<file path="src/rtl/pwm_reload_pkg.sv">
package pwm_reload_pkg;
  localparam int NUM_REGS   = 7;
  localparam int ADDR_W     = 3;
  localparam int IDX_PERIOD = 0;
  localparam int IDX_TRIG   = 1;
  localparam int ADDR_MODE  = 7;

  typedef struct packed {
    logic [NUM_REGS-1:0] stageWe;
    logic [NUM_REGS-1:0] activeWe;
    logic                bulkLoad;
  } reload_strobe_t;
endpackage

</file>
<file path="src/rtl/pwm_reload_seq.sv">
module pwm_reload_seq
  import pwm_reload_pkg::*;
#(
  parameter int DW = 16
) (
  input  logic              clk,
  input  logic              rstN,
  input  logic              wrEn,
  input  logic [ADDR_W-1:0] wrAddr,
  input  logic [1:0]        modeData,
  input  logic [DW-1:0]     counter,
  input  logic [DW-1:0]     activePeriod,
  input  logic              cullPass,
  output reload_strobe_t    strobe,
  output logic              armed,
  output logic              immMode,
  output logic              xferEvt
);
  logic cullEn;
  logic peakHit;
  logic troughHit;
  logic trigWr;
  logic [NUM_REGS-1:0] addrHit;

  always_ff @(posedge clk) begin
    if (!rstN) begin
      immMode <= 1'b0;
      cullEn  <= 1'b0;
    end else if (wrEn && wrAddr == ADDR_W'(ADDR_MODE)) begin
      immMode <= modeData[0];
      cullEn  <= modeData[1];
    end
  end

  genvar i;
  generate
    for (i = 0; i < NUM_REGS; i++) begin : g_dec
      assign addrHit[i] = wrEn && (wrAddr == ADDR_W'(i));
    end
  endgenerate

  always_comb begin
    peakHit   = (counter == activePeriod);
    troughHit = (counter == DW'(1));
    xferEvt   = !immMode && (peakHit || troughHit) && (!cullEn || cullPass);
    trigWr    = addrHit[IDX_TRIG] && !immMode;
    strobe.stageWe  = addrHit;
    strobe.activeWe = immMode ? addrHit : '0;
    strobe.bulkLoad = armed && xferEvt;
  end

  always_ff @(posedge clk) begin
    if (!rstN) begin
      armed <= 1'b0;
    end else if (immMode) begin
      armed <= 1'b0;
    end else begin
      armed <= (armed && !xferEvt) || trigWr;
    end
  end
endmodule

</file>
<file path="src/rtl/pwm_reload_regs.sv">
module pwm_reload_regs
  import pwm_reload_pkg::*;
#(
  parameter int DW = 16
) (
  input  logic                   clk,
  input  logic                   rstN,
  input  reload_strobe_t         strobe,
  input  logic [DW-1:0]          wrData,
  output logic [NUM_REGS*DW-1:0] stageFlat,
  output logic [NUM_REGS*DW-1:0] activeFlat,
  output logic [DW-1:0]          activePeriod
);
  genvar i;
  generate
    for (i = 0; i < NUM_REGS; i++) begin : g_reg
      logic [DW-1:0] stg;
      logic [DW-1:0] act;

      always_ff @(posedge clk) begin
        if (!rstN) begin
          stg <= '0;
        end else if (strobe.stageWe[i]) begin
          stg <= wrData;
        end
      end

      always_ff @(posedge clk) begin
        if (!rstN) begin
          act <= '0;
        end else if (strobe.activeWe[i]) begin
          act <= wrData;
        end else if (strobe.bulkLoad) begin
          act <= stg;
        end
      end

      assign stageFlat[i*DW +: DW]  = stg;
      assign activeFlat[i*DW +: DW] = act;
    end
  endgenerate

  assign activePeriod = activeFlat[IDX_PERIOD*DW +: DW];
endmodule

</file>
<file path="src/rtl/pwm_reload_ctrl.sv">
module pwm_reload_ctrl
  import pwm_reload_pkg::*;
#(
  parameter int DW = 16
) (
  input  logic                   clk,
  input  logic                   rstN,
  input  logic                   wrEn,
  input  logic [ADDR_W-1:0]      wrAddr,
  input  logic [DW-1:0]          wrData,
  input  logic [DW-1:0]          counter,
  input  logic                   cullPass,
  output logic [NUM_REGS*DW-1:0] stageFlat,
  output logic [NUM_REGS*DW-1:0] activeFlat,
  output logic                   armed
);
  reload_strobe_t strobe;
  logic [DW-1:0]  activePeriod;
  logic           immMode;
  logic           xferEvt;

  pwm_reload_seq #(.DW(DW)) u_seq (
    .clk          (clk),
    .rstN         (rstN),
    .wrEn         (wrEn),
    .wrAddr       (wrAddr),
    .modeData     (wrData[1:0]),
    .counter      (counter),
    .activePeriod (activePeriod),
    .cullPass     (cullPass),
    .strobe       (strobe),
    .armed        (armed),
    .immMode      (immMode),
    .xferEvt      (xferEvt)
  );

  pwm_reload_regs #(.DW(DW)) u_regs (
    .clk          (clk),
    .rstN         (rstN),
    .strobe       (strobe),
    .wrData       (wrData),
    .stageFlat    (stageFlat),
    .activeFlat   (activeFlat),
    .activePeriod (activePeriod)
  );
endmodule

</file>
<file path="config.mk">
export PLATFORM = sky130hd
export DESIGN_NAME = pwm_reload_ctrl
export DESIGN_NICKNAME = d
export VERILOG_FILES = /design/src/rtl/pwm_reload_pkg.sv /design/src/rtl/pwm_reload_seq.sv /design/src/rtl/pwm_reload_regs.sv /design/src/rtl/pwm_reload_ctrl.sv
export SDC_FILE = /design/constraint.sdc
export NUM_CORES = 1
export LEC_CHECK = 0
export ABC_AREA = 1
export BUFFER_PORTS_ARGS = -buffer_cell sky130_fd_sc_hd__buf_2
export CAP_MARGIN = 10
export CELL_PAD_IN_SITES_DETAIL_PLACEMENT = 0
export CELL_PAD_IN_SITES_GLOBAL_PLACEMENT = 2
export CORE_AREA = 2 2 195 197
export DETAILED_ROUTE_END_ITERATION = 8
export DIE_AREA = 0 0 197 199
export HOLD_SLACK_MARGIN = 0.1
export PLACE_DENSITY_LB_ADDON = 0.1
export SETUP_SLACK_MARGIN = 0.3
export SLEW_MARGIN = 20
export SYNTH_ARGS = -nofsm -noshare
export SYNTH_HDL_FRONTEND = slang
export SYNTH_SLANG_ARGS = --single-unit
</file>
<file path="constraint.sdc">
create_clock -name clk -period 1.5 [get_ports clk]
set_input_delay 0 -clock clk [delete_from_list [all_inputs] [get_ports clk]]
set_output_delay 0 -clock clk [all_outputs]
set_load 0.01 [all_outputs]
</file>
==> results.md, run 1 <==
* Status: finished with violations
* Failing checks: setup timing
* Maximum fanout along the worst path at 7
* Yosys warning total at 0
* RSZ-0062 raised after global routing: yes
* Post-synth top flop: dfxtp_1
* Worst EP arrival at 2200 ps
* Largest family of logic cells by synthesized area: compound AO/OA/AOI/OAI gates
* Gr usage total at 19.00%
* Die width at 197 um
* Final #Nets at 1639
* Final period util at 119.0%
* Largest area contributor in the netlist: dfxtp_1
* P per Cell Area at 1032 nW/um^2
* Layout area overhead at 42.95%
* IO Port Bufs at 263
* Worst VDD drop at 0.7792 mV
* Io pins at 264
* HP Class: input pin to flop
* Critical-path top delay cell: dfxtp_4
* Grt total ovfl at 0
* CTS root buffer: clkbuf_16
* Mapped Cells at 1300
* Overall routed net length at 39080 um
* Crit-path most repeated cell: nand2_1
* Synth cell count leaders: nand2_1, dfxtp_1, a21oi_1
* Seq cells post-synth at 227
* Synth area leaders: dfxtp_1, a21oi_1, o21ai_0
* Antenna Violating Nets Remaining at 0
* Mean routed wirelength per cell at 18.65 um
* Syn_nets at 1339
* First-pass GRT wire length at 57040 um
* CTS H-Tree Depth at 1
* Synth Cell Area at 9580 sq um
* Design Area, Final at 13700 sq um
* Skew-Pair Late Insertion Delay at 540 ps
* Final Hold Fails at 0
* Post-synthesis adder-cell area fraction at 0%
* Simple-Gate Fraction of Synth Area at 22.07%
* Post-synthesis async set-or-reset flop share at 0%
* Post-synthesis sequential area ratio at 47.43%
* Startpoint types: flop
* Most frequent cell after synthesis: nand2_1
* Max_cap viols at 0
* DP Wirelength at 25920 um
* Number of global-route vias before repair at 9046
* Core Rows at 71
* FILL cells at 3976
* Initial antenna violation count at 4
* Mux contribution to synthesized area at 0%
* CTS tree: done
* Post-synth EDFFs at 0
* Via count at 9671
* Max clock buf depth at 3
* Unique masters post-synth at 25
* Gpl congestion at 0.7448
* Avg Cell Area, Syn at 7.370 sq um
* Layout cells sized above 1 at 32.65%
* Core Box Area at 37130 sq um
* CTS Buf Count at 29
* Largest net degree at the start of global routing at 49
* Final Critical Period at 1784 ps
* Final number of max-transition violations at 0
* Slowest cell delay on critical path at 350 ps
* First-pass detailed-route iteration total at 5
* Vias per cell at 4.614
* Clock skew at 9.315 ps
* CTS clk-pin slew, worst paths at 60 ps
* Worst setup path class: flop to flop
* XOR/XNOR Fraction of Synth Area at 0%
* WP data required at 1920 ps
* R2R setup slack at -280 ps
* Register area at 4576 sq um
* # DRC at 0
* DP Cell Count at 2010
* Die Span Y at 199 um
* Slew @ Worst Pin at 515.5 ps
* Fmax at 560.4 MHz
* Starting Density at 25.80%
* Buf/Inv on CP at 4
* Pleak at 6.208 nW
* Final Instance Count excl. Fillers at 2096
* Setup-failing EPs final at 112
* Placed Area at 11990 sq um
* Final WS setup at -284.4 ps
* Compound-Gate Fraction of Synth Area at 22.25%
* Top delay family on crit path: simple AND/OR/NAND/NOR gates
* Endpoint type of the worst setup path: flop
* Critical Path, Cell by Cell: inv_2 > nand2_2 > nand2_1 > nor2_1 > nand2_1 > nor2_1 > nand2_1 > nand2_2 > nand3_4 > buf_4 > clkbuf_16 > buf_12 > nand3_2 > a21oi_1
* Slew margin rel. at 65.58%
* Post-synth top area share at 47.43%
* Clock sinks at 227
* Multi-input logic area at 4627 sq um
* Detailed Route Iter0 Violations at 490
* Die Area at 39200 sq um
==> routing by layer <==
layer  part of all wire (%)  wire [um]  vias up  track usage [%]
li1                       -          -     4947                -
met1                     48      18670     4466            26.54
met2                     46      17890      219            30.76
met3                    5.1       1998       35            3.561
met4                    1.3        501        4            3.453
met5                  0.061         24        -                0
==> cell usage in the layout, fill, tap and decap left out, drive strengths merged <==
master and count:
bufinv 1, clkinv 5, nor2 95, clkbuf 49
o21bai 2, a21oi 204, diode 2, nand3b 24
o21ai 204, nand2 264, inv 69, nor3 1
a211oi 10, dfxtp 227, buf 356, nand3 85
dlygate4sd3 21, nand4 3
==> logic make-up after synthesis <==
family	after synthesis
AO/OA/AOI/OAI	420
AND/OR/NAND/NOR	471
buffers and inverters	182
flip-flops	227
==> stage by stage <==
stage | util [%] | TNS (ps) | power [mW] | setup slack [ps] | hold slack, ps
2_1_floorplan | - | -0.7940 | 6.818 | -0.2760 | 245.8
3_3_place_gp | 32.30 | -26490 | 7.338 | -304.2 | 373.9
3_5_place_dp | 32.30 | -25000 | 7.340 | -299.2 | 369.2
4_1_cts | 35.97 | -22980 | 14.38 | -247.0 | 142.1
5_1_grt | 36.88 | -40200 | 14.74 | -433.7 | 197.2
6_report | 36.88 | -23780 | 14.14 | -284.4 | 162.8
==> worst reg2reg max path: stages, from the launching register on <==
cell,delay (ps)
dfxtp_4,350
inv_2,30
nand2_2,40
nand2_1,70
nor2_1,150
nand2_1,70
nor2_1,90
nand2_1,70
nand2_2,100
nand3_4,130
buf_4,170
clkbuf_16,150
buf_12,140
nand3_2,50
a21oi_1,50
==> worst paths after layout <==
check | startpoint | to | depth (start not counted)
max | u_regs.activePeriod[2]$_SDFFE_PN0P_ | u_regs.g_reg[3].act[4]$_SDFFE_PN0P_ | 14
min | wrAddr[2] | u_regs.g_reg[3].act[15]$_SDFFE_PN0P_ | 8
max reg2reg | u_regs.activePeriod[2]$_SDFFE_PN0P_ | u_regs.g_reg[3].act[4]$_SDFFE_PN0P_ | 14
min reg2reg | u_regs.g_reg[2].act[15]$_SDFFE_PN0P_ | u_regs.g_reg[2].act[15]$_SDFFE_PN0P_ | 2
==> sequential cells by signal, indices dropped and copies added, names as in the netlist <==
name	count
u_regs.activePeriod	16
u_regs.g.act	96
u_regs.g.stg	112
u_seq.armed	1
u_seq.cullEn	1
u_seq.immMode	1
==> what timing repair did <==
item                                    in CTS  in global routing
pin swaps                                    1                 10
gates cloned                                 2                  5
hold endpoints to repair                   141                  0
endpoints found under the setup margin     113                115
setup buffers                                3                  2
resized for setup                           30                 57
hold buffers                                21                  0
==> final cells by class <==
class,count,area share (%)
diodes,2,0.03654
repair buffers,381,19.59
flip-flops and latches,227,33.41
inverters,69,1.909
clock inverters,6,0.4020
well taps,474,4.330
clock buffers,45,6.541
multi-input cells,892,33.78
==> where the power goes <==
| part | leakage, nW | total, mW | internal, mW | switching (mW) |
|---|---|---|---|---|
| clock network | 0.476 | 6.89 | 4.22 | 2.67 |
| logic | 3.89 | 1.01 | 0.363 | 0.651 |
| registers | 1.85 | 6.23 | 6.14 | 0.0980 |
| total | 6.21 | 14.1 | 10.7 | 3.42 |
(Power assumes the default switching activity.)
==> inputs of run 2 (changes only) <==
ABC_AREA = unset   (was 1)
CORE_AREA = 2 2 188 190   (was 2 2 195 197)
DIE_AREA = 0 0 190 192   (was 0 0 197 199)
==> run 2 against run 1 <==
  * The flow still finishes with violations (setup timing)
  * Register-to-register slack lost 300 ps
  * Sequential share of layout area is 2.0 points higher
  * Sequential power shrank 1%
  * Core utilization is 0.74 points higher
  * Worst hold slack got worse by 58 ps
  * Non-clock buffer count fell by 17
  * Global-route usage rose by 0.47 points
==> results.md, run 2 <==
* Mean routed wirelength per cell at 20.41 um (+9.5%)
* Synth Cell Area at 9211 sq um (-3.9%)
* Crit. path cell count at 9 (-5)
* Post-synthesis adder-cell area fraction at 0% (unchanged)
* Post-synth top flop: dfxtp_1
* Layout cells sized above 1 at 29.44% (-3.2 points)
* Number of global-route vias before repair at 8232 (-9.0%)
* First-pass detailed-route iteration total at 5 (unchanged)
* Max_cap viols at 0 (unchanged)
* Layout area overhead at 40.03%
* Failing checks: setup timing
* CTS Buf Count at 28 (-3.4%)
* Yosys warning total at 0 (unchanged)
* FILL cells at 3619 (-9.0%)
* Synth area leaders: dfxtp_1, nand2_1, a21boi_0
* Worst EP arrival at 2520 ps (+320 ps)
* Final Hold Fails at 0 (unchanged)
* Largest family of logic cells by synthesized area: compound AO/OA/AOI/OAI gates
* RSZ-0062 raised after global routing: yes
* Most frequent cell after synthesis: nand2_1
* CTS clk-pin slew, worst paths at 60 ps (about the same)
* Mapped Cells at 1108 (-15%)
* Syn_nets at 1147 (-14%)
* Final WS setup at -589.2 ps (-304.8 ps)
* Max reg flops at 112 (unchanged)
* Final Critical Period at 2089 ps (+304.8 ps)
* CP endpoint: u_regs.activePeriod[11]$_SDFFE_PN0P_
* Io pins at 264 (unchanged)
* Synth cell count leaders: nand2_1, dfxtp_1, a21boi_0
* Most frequent cells in the layout: nand2_1, buf_2, dfxtp_1, a21boi_0, o21ai_0
* Largest area contributor in the netlist: dfxtp_1
* Die Span Y at 192 um (-3.5%)
* Worst VDD drop at 0.7236 mV (-7.1%)
* Clock sinks at 227 (unchanged)
* IO Port Bufs at 263 (unchanged)
* Antenna Violating Nets Remaining at 0 (unchanged)
* Largest Register: u_regs.g.stg
* Slew @ Worst Pin at 578.1 ps (+62.60 ps)
* Avg Cell Area, Syn at 8.313 sq um (+13%)
* Most common cell after layout, fill and taps aside: nand2_1
* Status: finished with violations
* Buf/Inv on CP at 3 (-1)
* Die width at 190 um (-3.6%)
* XOR/XNOR Fraction of Synth Area at 1.521% (+1.5 points)
* Vias per cell at 4.764 (+3.2%)
* Unique masters post-synth at 29 (+16%)
* Gpl congestion at 0.7790 (+4.6%)
* Worst setup path class: flop to flop
* Die Area at 36480 sq um (-6.9%)
* R2R Path Start: u_regs.activePeriod[9]$_SDFFE_PN0P_
* Final #Nets at 1445 (-12%)
* Detailed Route Iter0 Violations at 477 (-2.7%)
* Fmax at 478.7 MHz (-15%)
* Maximum fanout along the worst path at 8 (+1)
* CTS root buffer: clkbuf_16
* Core Rows at 68 (-4.2%)
* Post-synth top area share at 49.33% (+1.9 points)
* Top delay family on crit path: simple AND/OR/NAND/NOR gates
* Max clock buf depth at 3 (unchanged)
* Initial antenna violation count at 4 (unchanged)
* R2R setup slack at -590 ps (-300 ps)
* Slowest cell delay on critical path at 330 ps (-20 ps)
* Overall routed net length at 38360 um (-1.9%)
* Mux contribution to synthesized area at 0.2173% (+0.22 points)
* Critical-path top delay cell: nor4_4
* Gr usage total at 19.48% (+0.47 points)
* Reg2reg end: u_regs.activePeriod[11]$_SDFFE_PN0P_
* # DRC at 0 (unchanged)
* Pleak at 5.321 nW (-14%)
* Post-synthesis sequential area ratio at 49.33% (+1.9 points)
* Post-synthesis async set-or-reset flop share at 0% (unchanged)
* Simple-Gate Fraction of Synth Area at 18.36% (-3.7 points)
* Setup-failing EPs final at 113 (+0.89%)
* P per Cell Area at 1084 nW/um^2 (+5.0%)
* Starting Density at 26.86% (+1.1 points)
* DP Wirelength at 23660 um (-8.7%)
* Post-synth EDFFs at 0 (unchanged)
* Largest net degree at the start of global routing at 74 (+51%)
* Compound-Gate Fraction of Synth Area at 26.07% (+3.8 points)
* Reg2Reg Depth at 9 (-5)
* Core Box Area at 34290 sq um (-7.7%)
* CTS H-Tree Depth at 1 (unchanged)
* Via count at 8951 (-7.4%)
* Slew margin rel. at 61.46% (-4.1 points)
* First-pass GRT wire length at 54000 um (-5.3%)
* Endpoint type of the worst setup path: flop
* Skew-Pair Late Insertion Delay at 540 ps (about the same)
* Clock skew at 7.712 ps (-1.602 ps)
* WHS at 104.5 ps (-58.32 ps)
* Critical Path, Cell by Cell: xnor2_1 > nand4_1 > nor4_4 > buf_4 > o2111ai_4 > buf_12 > clkbuf_16 > o221a_1 > o21a_1
* WP data required at 1930 ps (about the same)
* Grt total ovfl at 0 (unchanged)
* Seq cells post-synth at 227 (unchanged)
* Final period util at 139.3% (+20 points)
* Startpoint types: flop
* Critical Path Start: u_regs.activePeriod[9]$_SDFFE_PN0P_
* CTS tree: done
* Design Power at 13.98 mW (-1.1%)
* HP Class: input pin to flop
* Final number of max-transition violations at 0 (unchanged)
run 2: changes by cell type after synthesis, moves of 77 or more:
cell	before	now
a21oi_1	204	1
nand2_1	254	390
nand3_1	84	4
nor2_1	86	5
a31oi_1	0	77
a21boi_0	0	112
o21ai_0	199	78
run 2: report_power, final:
part	internal (mW)	leakage (nW)	switching, mW	total [mW]
sequential	6.10	1.84	0.0669	6.17
combinational	0.345	3.02	0.546	0.891
clock	4.24	0.463	2.68	6.91
total	10.7	5.32	3.29	14.0
run 2: through the flow:
step           std cells  TNS [ps]  setup slack [ps]  area [sq um]  utilization [%]
2_1_floorplan       1108    -29280            -317.0          9238                -
3_3_place_gp        1786    -60770            -601.4         11300            32.94
3_5_place_dp        1786    -57420            -569.4         11300            32.94
4_1_cts             1861    -58590            -574.0         12520            36.51
5_1_grt             1878    -74860            -711.6         12900            37.61
6_report            1879    -59980            -589.2         12900            37.62
run 2: kinds of logic after synthesis:
group | after synthesis
flip-flops | 227
multiplexers | 2
XOR/XNOR | 16
buffers and inverters | 97
AO/OA/AOI/OAI | 340
AND/OR/NAND/NOR | 426
run 2: worst reg2reg max path: cells and delay by family, from the launching register on:
family                 cells  cell delay [ps]
AO/OA/AOI/OAI              3              490
buffers and inverters      3              530
XOR/XNOR                   1              130
flip-flops                 1              320
AND/OR/NAND/NOR            2              520
run 2: worst min path at each step:
| stage | startpoint | end | slack [ps] | depth (start not counted) |
|---|---|---|---|---|
| 6_report | wrEn | u_regs.g_reg[0].stg[13]$_SDFFE_PN0P_ | 100 | 6 |
| 2_1_floorplan | wrData[1] | u_seq.cullEn$_SDFFE_PN0P_ | 170 | 2 |
| 3_5_place_dp | u_regs.g_reg[3].act[11]$_SDFFE_PN0P_ | activeFlat[59] | 410 | 1 |
| 3_3_place_gp | u_regs.g_reg[5].act[10]$_SDFFE_PN0P_ | activeFlat[90] | 420 | 1 |
| 4_1_cts | wrEn | u_regs.g_reg[4].stg[9]$_SDFFE_PN0P_ | 130 | 6 |
| 5_1_grt | wrEn | u_regs.g_reg[0].stg[13]$_SDFFE_PN0P_ | 120 | 6 |
run 2: layer usage:
| metal | routed length (um) | track usage (%) | vias up |
|---|---|---|---|
| li1 | - | - | 4398 |
| met1 | 18060 | 27.44 | 4260 |
| met2 | 17730 | 31.26 | 245 |
| met3 | 1978 | 3.618 | 42 |
| met4 | 546 | 3.459 | 6 |
| met5 | 41 | 0 | - |
run 2: repair_timing:
item / in CTS / in global routing
gates resized for setup: 2 / 36
hold endpoints to repair: 216 / 0
pin swaps: 2 / 17
hold buffers: 28 / 0
buffers inserted: 0 / 8
cloned: 0 / 9
setup endpoints to repair: 114 / 115
run 2: cell type report:
class	instances	area (sq um)	share of cell area [%]
clock inverters	10	127.6	0.9894
well taps	455	569.3	4.414
clock buffers	37	805.8	6.247
multi-input cells	784	4348	33.71
flip-flops and latches	227	4563	35.38
diodes	1	2.502	0.01940
repair buffers	364	2479	19.22
inverters	1	3.754	0.02910
